$ cat src/rtl/cmd_stream_decoder.sv
module cmd_stream_decoder #(
  parameter int           STAT_BYTES = 64,
  parameter int           CFG_BYTES  = 60,
  parameter logic [127:0] DEV_ID     = "CMDSTREAM-ID-v01"
) (
  input  logic       clk,
  input  logic       rst_n,
  input  logic       in_valid,
  input  logic [7:0] in_data,
  output logic       in_ready,
  input  logic       err_clear,
  output logic       err,
  output logic [7:0] bus_data,
  output logic       bus_ale,
  output logic       bus_wr,
  output logic       bus_rd,
  input  logic [7:0] bus_rdata,
  output logic       volt_stb,
  output logic       volt_aux,
  output logic [7:0] volt_val,
  output logic       lay_stb,
  output logic [1:0] lay_kind,
  output logic [7:0] lay_val,
  output logic       cfg_start,
  output logic       cfg_valid,
  output logic [7:0] cfg_data,
  output logic       flush,
  output logic       st_valid,
  input  logic       st_ready,
  output logic [7:0] st_data,
  output logic       st_last
);
  localparam int IW       = $clog2(STAT_BYTES);
  localparam int LASTPOS  = CFG_BYTES + 3;
  localparam int PW       = $clog2(LASTPOS + 1);
  localparam int ID_BYTES = 16;

  logic [7:0]    stat [STAT_BYTES];
  logic [IW-1:0] sidx;
  logic [PW-1:0] pos;
  logic [7:0]    op, sub, arg;
  logic          busy, rd_pend;

  wire acc = in_valid & in_ready;
  assign in_ready = ~err & ~busy & ~rd_pend;
  assign st_valid = busy;
  assign st_data  = stat[sidx];
  assign st_last  = busy & (sidx == IW'(STAT_BYTES - 1));

  function automatic logic sub_ok(input logic [7:0] s);
    case (s)
      8'h11, 8'h12, 8'h13, 8'h14, 8'h15, 8'h16,
      8'h1F, 8'h20, 8'h21, 8'h22, 8'h25, 8'h28: sub_ok = 1'b1;
      default:                                  sub_ok = 1'b0;
    endcase
  endfunction

  always_ff @(posedge clk) begin
    if (!rst_n) begin
      for (int i = 0; i < STAT_BYTES; i++) stat[i] <= '0;
    end else begin
      if (bus_rd) stat[0] <= bus_rdata;
      if (acc && pos == PW'(3) && sub == 8'h11)
        for (int i = 0; i < ID_BYTES; i++) stat[i] <= DEV_ID[127 - 8*i -: 8];
    end
  end

  always_ff @(posedge clk) begin
    if (!rst_n) begin
      err <= 1'b0; busy <= 1'b0; rd_pend <= 1'b0; sidx <= '0; pos <= '0;
      op <= '0; sub <= '0; arg <= '0; bus_data <= '0;
      bus_ale <= 1'b0; bus_wr <= 1'b0; bus_rd <= 1'b0;
      volt_stb <= 1'b0; volt_aux <= 1'b0; volt_val <= '0;
      lay_stb <= 1'b0; lay_kind <= '0; lay_val <= '0;
      cfg_start <= 1'b0; cfg_valid <= 1'b0; cfg_data <= '0; flush <= 1'b0;
    end else begin
      bus_ale <= 1'b0; bus_wr <= 1'b0; volt_stb <= 1'b0; lay_stb <= 1'b0;
      cfg_start <= 1'b0; cfg_valid <= 1'b0; flush <= 1'b0;
      bus_rd  <= rd_pend;
      rd_pend <= 1'b0;
      if (st_valid && st_ready) begin
        if (st_last) busy <= 1'b0;
        else         sidx <= sidx + IW'(1);
      end
      if (err_clear) err <= 1'b0;
      if (acc) begin
        if (pos == '0) begin
          op <= in_data;
          case (in_data)
            8'h00, 8'h0D, 8'h19, 8'h34: ;
            8'h01: bus_rd <= 1'b1;
            8'h07: begin busy <= 1'b1; sidx <= '0; end
            8'h1B: flush <= 1'b1;
            8'h0A, 8'h0B, 8'h10, 8'h0E: pos <= PW'(1);
            default: err <= 1'b1;
          endcase
        end else if (pos == PW'(1)) begin
          pos <= '0;
          case (op)
            8'h0A: begin bus_ale <= 1'b1; bus_data <= in_data; pos <= PW'(2); end
            8'h0B: begin bus_ale <= 1'b1; bus_data <= in_data; rd_pend <= 1'b1; end
            8'h10: begin bus_wr <= 1'b1; bus_data <= in_data; end
            default:
              if (sub_ok(in_data)) begin sub <= in_data; pos <= PW'(2); end
              else err <= 1'b1;
          endcase
        end else if (pos == PW'(2)) begin
          if (op == 8'h0A) begin
            bus_wr <= 1'b1; bus_data <= in_data; pos <= '0;
          end else begin
            arg <= in_data; pos <= PW'(3);
          end
        end else if (pos == PW'(3)) begin
          pos <= '0;
          case (sub)
            8'h12, 8'h13: begin volt_stb <= 1'b1; volt_aux <= sub[0]; volt_val <= arg; end
            8'h14, 8'h15, 8'h16: begin lay_stb <= 1'b1; lay_kind <= sub[1:0]; lay_val <= arg; end
            8'h21: cfg_start <= 1'b1;
            8'h22: pos <= PW'(4);
            default: ;
          endcase
        end else begin
          cfg_valid <= 1'b1;
          cfg_data  <= in_data;
          pos <= (pos == PW'(LASTPOS)) ? '0 : pos + PW'(1);
        end
      end
    end
  end

  a_r3_bus_strobes_exclusive: assert property (@(posedge clk) disable iff (!rst_n)
    $onehot0({bus_ale, bus_wr, bus_rd}));

  a_r5_read_follows_latch: assert property (@(posedge clk) disable iff (!rst_n)
    (bus_ale && op == 8'h0B) |=> bus_rd);

  a_r7_hold_on_stall: assert property (@(posedge clk) disable iff (!rst_n)
    (st_valid && !st_ready) |=> (st_valid && $stable(st_data) && $stable(st_last)));

  a_r11_cfg_from_accept: assert property (@(posedge clk) disable iff (!rst_n)
    cfg_valid |-> $past(in_valid && in_ready));

  a_r13_sticky: assert property (@(posedge clk) disable iff (!rst_n)
    (err && !err_clear) |=> err);

  a_r13_mute: assert property (@(posedge clk) disable iff (!rst_n)
    err |=> !(bus_ale || bus_wr || volt_stb || lay_stb || cfg_start || cfg_valid || flush));
endmodule

$ cat config.mk
export PLATFORM = sky130hd
export DESIGN_NAME = cmd_stream_decoder
export DESIGN_NICKNAME = d
export VERILOG_FILES = /design/src/rtl/cmd_stream_decoder.sv
export SDC_FILE = /design/constraint.sdc
export NUM_CORES = 1
export LEC_CHECK = 0
export BUFFER_PORTS_ARGS = -buffer_cell sky130_fd_sc_hd__buf_2
export CORE_AREA = 2 2 101 103
export CTS_CLUSTER_SIZE = 40
export DETAILED_ROUTE_END_ITERATION = 12
export DIE_AREA = 0 0 103 105
export PLACE_DENSITY = 0.76
export SLEW_MARGIN = 20
export SYNTH_ARGS = -nofsm -noshare
export SYNTH_HDL_FRONTEND = slang
export SYNTH_SLANG_ARGS = --single-unit
$ cat constraint.sdc
create_clock -name clk -period 2.5 [get_ports clk]
set_input_delay 0.125 -clock clk [delete_from_list [all_inputs] [get_ports clk]]
set_output_delay 0.125 -clock clk [all_outputs]
set_load 0.05 [all_outputs]
==> impl_metrics.ini <==
[pwr]
intPower_w = 0.00197
pwr-share-comb_pct = 7.9
p_clk_share_pct = 37.5
net-switching-power_w = 0.000777
seqPwrFrac_pct = 54.6
leakage_nw = 2.38
vdd_drop_max_uv = 347
p_per_area_nw_per_um2 = 549
swShare_pct = 28.3

[cts]
cts_buffers = 9
cts_tree = done
cts.clk_slew.worst_paths_ps = 100
clock_sinks = 91
post-cts-setup-buffer-count = 0
clk_latency_ps = 380
h-tree-depth = 3
clk_path_buf_depth = 2
ctsHoldBuffers = 0
cts_root_buffer = clkbuf_8
cts_resized = 0

[worst_setup_path]
critical_path.slowest_cell = dfxtp_1
cp-start-kind = flip-flop
cp_max_fo = 9
slowest_delay_ps = 430
crit_family = simple AND/OR/NAND/NOR gates
critPathKind = reg2reg
worstPathArrival_ps = 2520
cpMostUsedCell = nor2_1
crit_required_ps = 2770
cp_cell_sequence = inv_1, ha_1, nor2_1, and3_1, nand4_2, mux2i_1, nor2_1
crit_buf_inv = 1
worstSetupEndpointType = flip-flop

[timing]
hold_ws_ps = 31.0
drv_slew = 0
fin_worst_skew_ps = 19.4
period_share_pct = 90.2
finalCriticalPeriod_ps = 2260
fin_ws_ps = 244
tightest_slew_ps = 659
fmax_mhz = 443
setup_violations = 0
rsz0062_at_grt = false
tns_ps = 0
hold_viol = 0
slew_headroom_pct = 55.5

[placement]
dp_worst_setup_slack_ps = 261
place_congestion = 0.944
placed_cell_area_um2 = 4790
hpwl_um = 7430
portBuffers = 75

[detailed_routing]
drc = 0
vias = 3750
vias_per_cell = 5.48
firstDrtPassIters = 5
drtAntennaViolNets = 0
routed_wl_um = 10300
wl_per_cell_um = 15.1
drtIter0Drc = 233

[layout]
area_delta_synth_final_pct = 16.0
final_cell_area_um2 = 5000
n_fill_cell = 940
drive_above_1_share_pct = 20.9
diodes = 0
final_nets = 572

[hold_path]
hold_path.class = in2reg

[grt]
grt_pass1_wl_um = 17200
groute.layer.met3.usage_pct = 3.81
use_met2_pct = 31.7
grt_pass1_vias = 3531
grt_usage_pct = 19.8
antenna_found_initial = 0
grt.overflow.total = 0
use_met1_pct = 25.9
gr-max-usage-layer = met2
grt_max_degree = 37

[yosys]
synth_seq_cells = 91
synth_edf_count = 8
synth-main-ff-cell = dfxtp_1
synth-async-reset-ratio_pct = 0
yosysTopAreaCell = dfxtp_1
netlist.area_leader.share_pct = 38.5
syn_area_um2 = 4310
synth.most_common_cell = dfxtp_1
syn_inst = 485
yosysUniqueCellTypes = 65
synth_fp_nets = 511
synth_common_cells = dfxtp_1 (83), nor2_1 (70), mux2i_1 (50), nand2_1 (46), clkbuf_1 (29)
ys_seq_area_share_pct = 44.1
synth.avg_cell_area_um2 = 8.90
yosys_warnings = 0
synthTopCellsByArea = dfxtp_1 (39%), mux2i_1 (12%), nor2_1 (6.1%), edfxtp_1 (5.6%), nand2_1 (4.0%)

[die]
core-area_um2 = 9640
pin_count = 76
die_w_um = 103
initial_core_util_pct = 44.8
die-area_um2 = 10800
rows = 36
fp.dieH_um = 105

[run]
maxCapViolCount = 0

[run_status]
status = completed
-- cell families (layout without fill, tap and decap cells) --
family          count (synthesis)  count (layout)  share of synthesized area, %
simple gates                  220             220                          26.4
flops                          91              91                          44.1
compound gates                 70              70                          11.1
mux                            51              51                          11.9
buf+inv                        45             111                          4.47
fa+ha+maj                       5               5                          1.45
xor+xnor                        3               3                         0.609
-- final cells by class --
class	count	area, um2	area share [%]
sequential	91	1900	38.0
timing repair buffer	86	470	9.40
clock inverter	7	88.8	1.78
inverter	9	33.8	0.675
clock buffer	9	124	2.48
multi-input combinational	349	2220	44.4
tap	133	166	3.33
-- final timing paths --
path                            slack, ps                       end  cells after the start                      from
worst max-delay path                  240     volt_aux$_SDFFE_PN0P_                      7       pos[1]$_SDFFE_PN0P_
worst min-delay path                   30  stat[0][0]$_SDFFCE_PN0P_                      3              bus_rdata[0]
worst max register to register        240     volt_aux$_SDFFE_PN0P_                      7       pos[1]$_SDFFE_PN0P_
worst min register to register        480  bus_data[1]$_SDFFE_PN0P_                      2  bus_data[1]$_SDFFE_PN0P_
-- worst register-to-register path: cells and delay by family, from the launching register on --
family | cells | cell delay, ps
mux | 1 | 290
buf+inv | 1 | 110
simple gates | 4 | 990
fa+ha+maj | 1 | 330
flops | 1 | 430
-- through the flow --
stage / cells / power [W] / utilization (%)
2_1_floorplan: 485 / 0.00168 / -
3_3_place_gp: 668 / 0.00174 / 49.7
3_5_place_dp: 668 / 0.00175 / 49.7
4_1_cts: 684 / 0.00278 / 51.9
5_1_grt: 684 / 0.00286 / 51.9
6_report: 684 / 0.00275 / 51.9
-- layout by cell type (no fill, tap or decap), drive strengths merged, types with 3 or more instances in the layout --
master | netlist | routed
buf | 7 | 86
nor2 | 70 | 70
inv | 9 | 14
mux2i | 50 | 50
nand3 | 25 | 25
or3 | 3 | 3
nor4b | 5 | 5
o21ai | 20 | 20
a22oi | 4 | 4
dfxtp | 83 | 83
o211ai | 4 | 4
nand4 | 5 | 5
a21oi | 14 | 14
nor2b | 6 | 6
and3 | 15 | 15
nor3b | 3 | 3
nand2 | 46 | 46
ha | 5 | 5
a32oi | 3 | 3
nor3 | 17 | 17
and2 | 4 | 4
clkbuf | 29 | 9
edfxtp | 8 | 8
a31oi | 4 | 4
nand3b | 4 | 4
nor4 | 6 | 6
-- power groups by stage --
stage                     sequential (W)  clock, W  combinational [W]
final                            0.00150   0.00103           0.000217
after CTS                        0.00150   0.00106           0.000216
after global routing             0.00150   0.00112           0.000236
after detailed placement         0.00153         0           0.000215
after global placement           0.00153         0           0.000211
after floorplan                  0.00154         0           0.000140
-- per-layer routing --
metal | vias to the layer above | part of all wire (%)
met5 | - | 0
li1 | 1860 | -
met4 | 0 | 2.2
met2 | 121 | 49
met1 | 1750 | 43
met3 | 19 | 5.6
-- state kept, by name, summed over array words and instances (netlist names), 2 cells and up --
register	cells
op	8
arg	8
bus_data	8
cfg_data	8
lay_kind	2
stat	9
volt_val	8
pos	6
sidx	6
lay_val	8
sub	8
Note: power is estimated with default switching activity, not from simulation.
